File: config.mk
export PLATFORM = sky130hd
export DESIGN_NAME = uart_rx_buffer
export DESIGN_NICKNAME = d
export VERILOG_FILES = /design/src/rtl/uart_rx_buffer.sv
export SDC_FILE = /design/constraint.sdc
export NUM_CORES = 1
export LEC_CHECK = 0
export ABC_AREA = 1
export ABC_CLOCK_PERIOD_IN_PS = 3800
export CAP_MARGIN = 25
export CORE_MARGIN = 5
export CORE_UTILIZATION = 60
export DETAILED_ROUTE_END_ITERATION = 10
export HOLD_SLACK_MARGIN = 0.1
export PLACE_DENSITY = 0.88
export SYNTH_ARGS = -nofsm -noshare
export SYNTH_HDL_FRONTEND = slang
export SYNTH_SLANG_ARGS = --single-unit
File: constraint.sdc
create_clock -name clk -period 3.8 [get_ports clk]
set_clock_uncertainty 0.1 [all_clocks]
set_input_delay 0.38 -clock clk [delete_from_list [all_inputs] [get_ports clk]]
set_output_delay 0.38 -clock clk [all_outputs]
set_load 0.05 [all_outputs]
File: src/rtl/uart_rx_buffer.sv
module uart_rx_buffer #(
  parameter int          DEPTH     = 16,
  parameter logic [15:0] RESET_DIV = 16'd12
) (
  input  logic                         clk,
  input  logic                         rst_n,
  input  logic                         rx_valid,
  input  logic [7:0]                   rx_data,
  output logic                         rx_ready,
  input  logic                         loop_en,
  input  logic                         reg_wr,
  input  logic                         reg_rd,
  input  logic [2:0]                   reg_addr,
  input  logic [7:0]                   reg_wdata,
  output logic [7:0]                   reg_rdata,
  output logic [$clog2(DEPTH+1)-1:0]   rx_count,
  output logic                         overrun,
  output logic [7:0]                   fcr_q,
  output logic [15:0]                  divisor
);
  localparam int CW = $clog2(DEPTH + 1);
  localparam int PW = $clog2(DEPTH);
  localparam logic [7:0] FCR_KEEP = 8'hC9;

  logic [7:0]    mem [DEPTH];
  logic [PW-1:0] wp, rp;
  logic [CW-1:0] cnt;
  logic [7:0]    last_q, lcr_q, scr_q, dll_q, dlh_q, fcr_r;
  logic          ovr_q;

  wire           dlab     = lcr_q[7];
  wire [CW-1:0]  cap      = fcr_r[0] ? CW'(DEPTH) : CW'(1);
  wire [PW-1:0]  last_idx = fcr_r[0] ? PW'(DEPTH - 1) : '0;
  wire           full     = (cnt == cap);
  wire           empty    = (cnt == '0);

  wire rd_op    = reg_rd & ~reg_wr;
  wire wr_data  = reg_wr & (reg_addr == 3'd0) & ~dlab;
  wire rd_data  = rd_op  & (reg_addr == 3'd0) & ~dlab;
  wire wr_fcr   = reg_wr & (reg_addr == 3'd2);
  wire rd_lsr   = rd_op  & (reg_addr == 3'd5);
  wire flush    = wr_fcr & ((reg_wdata[0] ^ fcr_r[0]) | (reg_wdata[0] & reg_wdata[1]));

  wire lb_push  = wr_data & loop_en;
  wire ext_push = rx_valid & ~loop_en;
  wire do_push  = (lb_push | ext_push) & ~full & ~flush;
  wire do_pop   = rd_data & ~empty;
  wire [7:0] push_byte = lb_push ? reg_wdata : rx_data;

  assign rx_ready = loop_en | ~full;
  assign rx_count = cnt;
  assign overrun  = ovr_q;
  assign fcr_q    = fcr_r;
  assign divisor  = {dlh_q, dll_q};

  always_ff @(posedge clk) begin
    if (do_push) mem[wp] <= push_byte;
  end

  always_ff @(posedge clk or negedge rst_n) begin
    if (!rst_n) begin
      wp     <= '0;
      rp     <= '0;
      cnt    <= '0;
      last_q <= 8'h00;
      ovr_q  <= 1'b0;
      fcr_r  <= 8'h00;
      lcr_q  <= 8'h00;
      scr_q  <= 8'h00;
      dll_q  <= RESET_DIV[7:0];
      dlh_q  <= RESET_DIV[15:8];
    end else begin
      if (flush) begin
        wp  <= '0;
        rp  <= '0;
        cnt <= '0;
      end else begin
        if (do_push) wp <= (wp == last_idx) ? '0 : wp + 1'b1;
        if (do_pop)  rp <= (rp == last_idx) ? '0 : rp + 1'b1;
        if (do_push && !do_pop)      cnt <= cnt + 1'b1;
        else if (do_pop && !do_push) cnt <= cnt - 1'b1;
      end
      if (do_pop) last_q <= mem[rp];

      if (lb_push && full)  ovr_q <= 1'b1;
      else if (rd_lsr)      ovr_q <= 1'b0;

      if (wr_fcr) fcr_r <= reg_wdata[0] ? (reg_wdata & FCR_KEEP) : 8'h00;

      if (reg_wr) begin
        case (reg_addr)
          3'd0: if (dlab) dll_q <= reg_wdata;
          3'd1: if (dlab) dlh_q <= reg_wdata;
          3'd3: lcr_q <= reg_wdata;
          3'd7: scr_q <= reg_wdata;
          default: ;
        endcase
      end
    end
  end

  always_comb begin
    case (reg_addr)
      3'd0:    reg_rdata = dlab ? dll_q : (empty ? last_q : mem[rp]);
      3'd1:    reg_rdata = dlab ? dlh_q : 8'hFF;
      3'd3:    reg_rdata = lcr_q;
      3'd5:    reg_rdata = {1'b0, 2'b11, 3'b000, ovr_q, ~empty};
      3'd7:    reg_rdata = scr_q;
      default: reg_rdata = 8'hFF;
    endcase
  end
endmodule


==> results of run 1 <==
-- cells by family after synthesis --
family / count (synthesis) / synth area share [%]
xor gates and xnor gates: 4 / 0.396
buffers and inverters: 188 / 8.73
DFF: 186 / 59.9
and+or+nand+nor: 502 / 23.3
other: 1 / 0.0424
AOI/OAI and AO/OA: 103 / 6.09
adders and majority gates: 10 / 1.50
-- layout by cell type, fill, tap and decap left out, types with 2 or more instances in the layout --
master / Yosys / routed
clkbuf_16: 0 / 17
xor2_1: 4 / 4
nand4_1: 8 / 8
buf_12: 0 / 5
clkinv_8: 0 / 3
o21ai_1: 8 / 10
nand2_2: 3 / 3
buf_4: 11 / 16
a21oi_1: 15 / 15
o21ai_0: 71 / 63
clkinv_1: 2 / 2
nand3_1: 77 / 77
nand2_4: 2 / 2
o21ai_2: 0 / 6
conb_1: 1 / 4
edfxtp_1: 128 / 128
nor3_1: 2 / 2
nor2_1: 45 / 45
dfstp_2: 2 / 2
dfrtp_1: 56 / 55
ha_1: 9 / 9
inv_8: 0 / 4
nand2_1: 360 / 360
inv_1: 139 / 139
clkinv_4: 0 / 2
inv_6: 0 / 4
clkdlybuf4s50_1: 0 / 50
nand3_2: 2 / 2
a211oi_1: 6 / 6
inv_2: 9 / 9
-- layout make-up --
| type | count | area, um^2 | share of cell area, % |
|---|---|---|---|
| Timing Repair Buffer | 73 | 736 | 7.20 |
| Sequential cell | 186 | 5300 | 51.9 |
| Clock buffer | 18 | 429 | 4.20 |
| Tap cell | 184 | 230 | 2.25 |
| Multi-Input combinational cell | 623 | 2800 | 27.4 |
| Inverter | 151 | 569 | 5.57 |
| Clock inverter | 14 | 151 | 1.48 |
-- worst paths after layout --
check / start / end / slack (ps) / cells past startpoint
max: rp[1]$_DFFE_PN0P_ / reg_rdata[7] / 610 / 11
min: rst_n / dlh_q[5]$_DFFE_PN0P_ / 220 / 2
max reg2reg: rx_count[1]$_DFFE_PN0P_ / rx_count[4]$_DFFE_PN0P_ / 760 / 14
min reg2reg: last_q[5]$_DFFE_PN0P_ / last_q[5]$_DFFE_PN0P_ / 380 / 2
max in group asynchronous: rst_n / dll_q[2]$_DFFE_PN1P_ / 2860 / 3
min in group clk: last_q[5]$_DFFE_PN0P_ / last_q[5]$_DFFE_PN0P_ / 380 / 2
-- Yosys cell counts --
master / count
nor3_1: 2
fa_1: 1
inv_2: 9
nand2_4: 2
nor2_1: 45
edfxtp_1: 128
ha_1: 9
nor3_2: 1
a221oi_1: 1
clkinv_1: 2
o21ai_1: 8
clkbuf_2: 1
a211oi_1: 6
clkbuf_1: 8
dfstp_2: 2
o31ai_1: 1
dfrtp_1: 56
nand4_1: 8
nand2_2: 3
nand3_4: 1
buf_4: 11
inv_1: 139
nor2_2: 1
nand3_2: 2
nand2_1: 360
inv_4: 1
a21oi_1: 15
conb_1: 1
xor2_1: 4
o22ai_1: 1
nand3_1: 77
buf_2: 17
o21ai_0: 71
-- timing repair --
item	4_1_cts	5_1_grt
hold buffers	1	0
endpoints found under the setup margin	0	0
endpoints found under the hold margin	43	0
resized for setup	0	0
-- sequential cells by signal, summed over array words and instances (netlist names), 5 cells and up --
signal	cells
dlh_q	8
dll_q	8
last_q	8
lcr_q	8
mem	128
rx_count	5
scr_q	8
-- metal layers --
metal	vias up	GRT usage [%]	wire (um)
li1	3285	-	-
met2	395	43.3	11000
met1	3380	30.9	8190
met3	93	5.39	1870
met5	-	0	0
met4	0	12.3	997
-- power by group through the flow --
stage | registers [uW] | clock network (uW) | logic (uW)
after floorplan | 2930 | 0 | 1410
after global placement | 2680 | 0 | 2320
after detailed placement | 2690 | 0 | 2390
after CTS | 2650 | 1720 | 2430
after global routing | 2690 | 1830 | 2680
final | 2660 | 1720 | 2470
-- stage by stage --
stage	instance area, um^2	setup WS, ps	power, uW
after floorplan	8850	1150	4330
after global placement	9610	613	5000
after detailed placement	9610	468	5080
after CTS	10200	666	6800
final	10200	613	6850
after global routing	10200	458	7190
==> run summary, run 1 <==
worst slew pin tran: 968 ps
sequential area share after synthesis: 59.9%
combinational power share: 36.0%
ANT nets after route: 0
Pwr Density: 671 mW/mm^2
Psw: 2800 uW
critical path arrival: 2710 ps
placed insts: 1,215
Fillers: 982
P_leak: 0.00474 uW
# rows: 44
final cell count without fillers: 1,249
CP Launch Type: register
H-tree levels: 4
Setup Total Neg Slack: 0 ps
Final Hold Viols: 0
Max Cap Violations: 0
Die W: 131 um
Cell variety after synth: 33
Worst-path clk slew: 70 ps
Final setup viols: 0
type of the worst setup path: register to primary output
clk_lat worst skew: 440 ps
Vias: 7,153
Clock Tree Root: clkbuf_16
CP max FO: 36
Die Y: 131 um
P&R area growth vs syn: 15.6%
Final Util: 70.6%
first-pass GRT wire length: 34,600 um
nets: 1,087
final max-slew violation count: 0
most area-consuming cells after synthesis: edfxtp_1 43%, dfrtp_1 16%, nand2_1 15%, inv_1 5.9%, nand3_1 4.4%
initial core utilization: 61.1%
number of diodes: 0
Final HPWL DP: 14,100 um
largest stage delay on the critical path: 560 ps
Post-Syn Instances: 994
GRT overflow: 0
Yosys reg bits: 186
CTS Buf Count: 17
minimum clock period: 3190 ps
share of layout cells above drive strength 1: 7.70%
IO Pins: 64
pin count of the biggest net entering global routing: 64
P_int: 4060 uW
maximum vdd drop: 0.000405 V
clk sinks: 186
Clock power frac: 25.1%
clk buf depth: 2
Syn Area/Cell: 8.89 um^2
initial antenna violation count: 0
outcome: completed
Critical Path, Cell by Cell: buf_4, inv_2, nand3_1, nand2_1, nand2_1, nand2_1, o21ai_1, nand2_1, nand2_1, nand2_1, buf_12
routed len/inst: 17.6 um
Yosys top cell area share: 43.5%
drt via density: 5.73
CP Buf/Inv Count: 3
CP endpoint kind: primary output
RSZ-0062 raised after global routing: no
Sw Share: 40.8%
Flop pwr share: 38.9%
Routability Congestion: 0.900
Top Family by Delay on Critical Path: buffers and inverters
Pre-Repair DR Iteration Count: 5
post-synth design cell area: 0.00884 mm^2
Synthesis Warnings: 0
DIE AREA: 0.0173 mm^2
postcts setup bufs: 0
core area: 0.0145 mm^2
Top cell by count, worst path: nand2_1
Tcrit/Tclk final: 83.9%
drt total wl: 22,000 um
CP max stage cell: inv_2
PortBufs: 59
Required @ worst endpoint: 3320 ps
GRT Util Overall: 25.4%
DRC: 0
DRT iter0 DRCs: 895
number of global-route vias before repair: 6,843
CTS tree: built
Slew HR: 35.5%
Hold WC Path Type: primary input to asynchronous set/reset pin
Peak Freq: 314 MHz
final hold slack: 224 ps
Yosys top cell by area: edfxtp_1
No activity file was read; power rests on OpenSTA's default activity.
==> inputs of run 2 (changes only) <==
ABC_CLOCK_PERIOD_IN_PS = 2900   (was 3800)
CORE_UTILIZATION = 53   (was 60)
PLACE_DENSITY = 0.83   (was 0.88)
clock period = 2.9 ns   (was 3.8 ns; I/O delays follow)
==> run 2 against run 1 <==
Net effect: sequential power grew 30%; combinational power grew 38%; global-route usage shrank 1.5 points; count of clock-buffer cells in the layout grew 2; power grew 31%; register-to-register slack lost 520 ps; non-clock buffer count grew 33; critical path depth grew 1; largest cell class unchanged; largest power group unchanged.
==> run summary, run 2 (synthesized netlist as in run 1, its figures left out) <==
final max-slew violation count: 0
Final HPWL DP: 15,000 um
Final Hold Viols: 0
Die W: 139 um
CP max stage cell: dfrtp_2
Routability Congestion: 0.899
GRT Util Overall: 23.9%
initial core utilization: 53.7%
clk sinks: 186
first-pass GRT wire length: 36,300 um
Required @ worst endpoint: 2510 ps
CP Launch Type: register
core area: 0.0165 mm^2
Top cell by count, worst path: nand2_1
drt via density: 5.37
clk_lat worst skew: 440 ps
worst slew pin tran: 768 ps
P_leak: 0.00491 uW
Critical Path, Cell by Cell: inv_6, buf_16, nand2_1, nand3_1, nand2_1, nand2_1, nand2_1, o21ai_1, nand2_1, nand2_1, nand2_1, buf_12
Final WS setup: 175 ps
Top Family by Delay on Critical Path: simple AND/OR/NAND/NOR gates
Peak Freq: 367 MHz
Slew HR: 48.8%
CP endpoint kind: primary output
Fillers: 1,248
Max Cap Violations: 0
CTS tree: built
DP Worst Slack: -25.5 ps
PortBufs: 59
Routed met1 length: 8780 um
DRC: 0
Tcrit/Tclk final: 94.0%
share of layout cells above drive strength 1: 9.65%
maximum vdd drop: 0.000575 V
nets: 1,120
final hold slack: 386 ps
IO Pins: 64
H-tree levels: 4
number of diodes: 0
Hold WC Path Type: register to register
type of the worst setup path: register to primary output
most frequent cells in the layout: 360 x nand2_1, 139 x inv_1, 128 x edfxtp_1
critical path arrival: 2340 ps
largest stage delay on the critical path: 450 ps
clk buf depth: 2
Final setup viols: 0
outcome: completed
Die Y: 139 um
Top reg by flops: mem
Pre-Repair DR Iteration Count: 5
max reg flops: 128
Highest Signal Layer: met4
DIE AREA: 0.0194 mm^2
CTS Buf Count: 17
WL met3: 2060 um
CP Buf/Inv Count: 3
DRT iter0 DRCs: 884
Worst-path clk slew: 70 ps
GRT overflow: 0
commonest non-fill, non-tap cell in the layout: nand2_1
RSZ-0062 raised after global routing: no
P&R area growth vs syn: 19.1%
CP max FO: 25
minimum clock period: 2730 ps
pin count of the biggest net entering global routing: 68
number of global-route vias before repair: 6,923
Power Total: 8990 uW
initial antenna violation count: 0
Pwr Density: 854 mW/mm^2
routed len/inst: 17.3 um
drt total wl: 22,800 um
Vias: 7,082
# rows: 47
Clock Tree Root: clkbuf_16
metal2 WL: 11,300 um
ANT nets after route: 0
run 2: changes by cell type in the layout (fill, tap and decap cells not counted), moves of 2 or more:
cell,previous run,this run
buf_12,5,9
buf_4,16,43
clkbuf_1,1,3
clkinv_1,2,4
clkinv_8,3,0
inv_8,4,1
o21ai_1,10,16
o21ai_2,6,0
run 2: layout make-up:
type / instances / area [um^2] / area share [%]
inverter: 151 / 574 / 5.45
multi-input combinational: 623 / 2780 / 26.4
sequential: 186 / 5300 / 50.3
clock buffer: 20 / 437 / 4.15
timing repair buffer: 106 / 1070 / 10.2
tap: 220 / 275 / 2.61
clock inverter: 12 / 88.8 / 0.844
run 2: final timing paths:
| kind | to | cells past startpoint | start | slack [ps] |
|---|---|---|---|---|
| max | reg_rdata[7] | 12 | rp[0]$_DFFE_PN0P_ | 170 |
| min reg2reg | last_q[2]$_DFFE_PN0P_ | 2 | last_q[2]$_DFFE_PN0P_ | 390 |
| min in group asynchronous | dlh_q[5]$_DFFE_PN0P_ | 3 | rst_n | 450 |
| min | last_q[2]$_DFFE_PN0P_ | 2 | last_q[2]$_DFFE_PN0P_ | 390 |
| max in group asynchronous | rp[0]$_DFFE_PN0P_ | 3 | rst_n | 1690 |
| max reg2reg | rx_count[4]$_DFFE_PN0P_ | 16 | fcr_q[0]$_DFFE_PN0P_ | 240 |
run 2: metal layers:
| metal | global-route usage, % | up-vias |
|---|---|---|
| met5 | 0 | - |
| li1 | - | 3351 |
| met3 | 4.66 | 67 |
| met4 | 8.34 | 0 |
| met1 | 31.1 | 3321 |
| met2 | 40.2 | 343 |
run 2: what timing repair did:
| item | 4_1_cts | 5_1_grt |
|---|---|---|
| hold endpoints to repair | 56 | 0 |
| endpoints found under the setup margin | 2 | 6 |
| buffers inserted | 0 | 0 |
| hold buffers | 1 | 0 |
| resized for setup | 1 | 8 |
| gates cloned | 0 | 1 |
run 2: report_power, final:
part           internal, uW  switching [uW]
clock network          1110            1020
registers              3200             267
logic                  1120            2280
run 2: metrics by stage:
| step | cells | setup TNS [ps] | util [%] | instance area, um^2 |
|---|---|---|---|---|
| after floorplan | 997 | 0 | - | 8850 |
| after global placement | 1284 | 0 | 60.4 | 9940 |
| after detailed placement | 1284 | -25.5 | 60.4 | 9940 |
| after CTS | 1317 | 0 | 63.6 | 10500 |
| after global routing | 1318 | 0 | 63.9 | 10500 |
| final | 1318 | 0 | 63.9 | 10500 |
run 2: tightest hold or removal path, delay by kind of cell (launching register included):
family,cells,cell delay [ps]
flops,1,350
simple gates,2,100
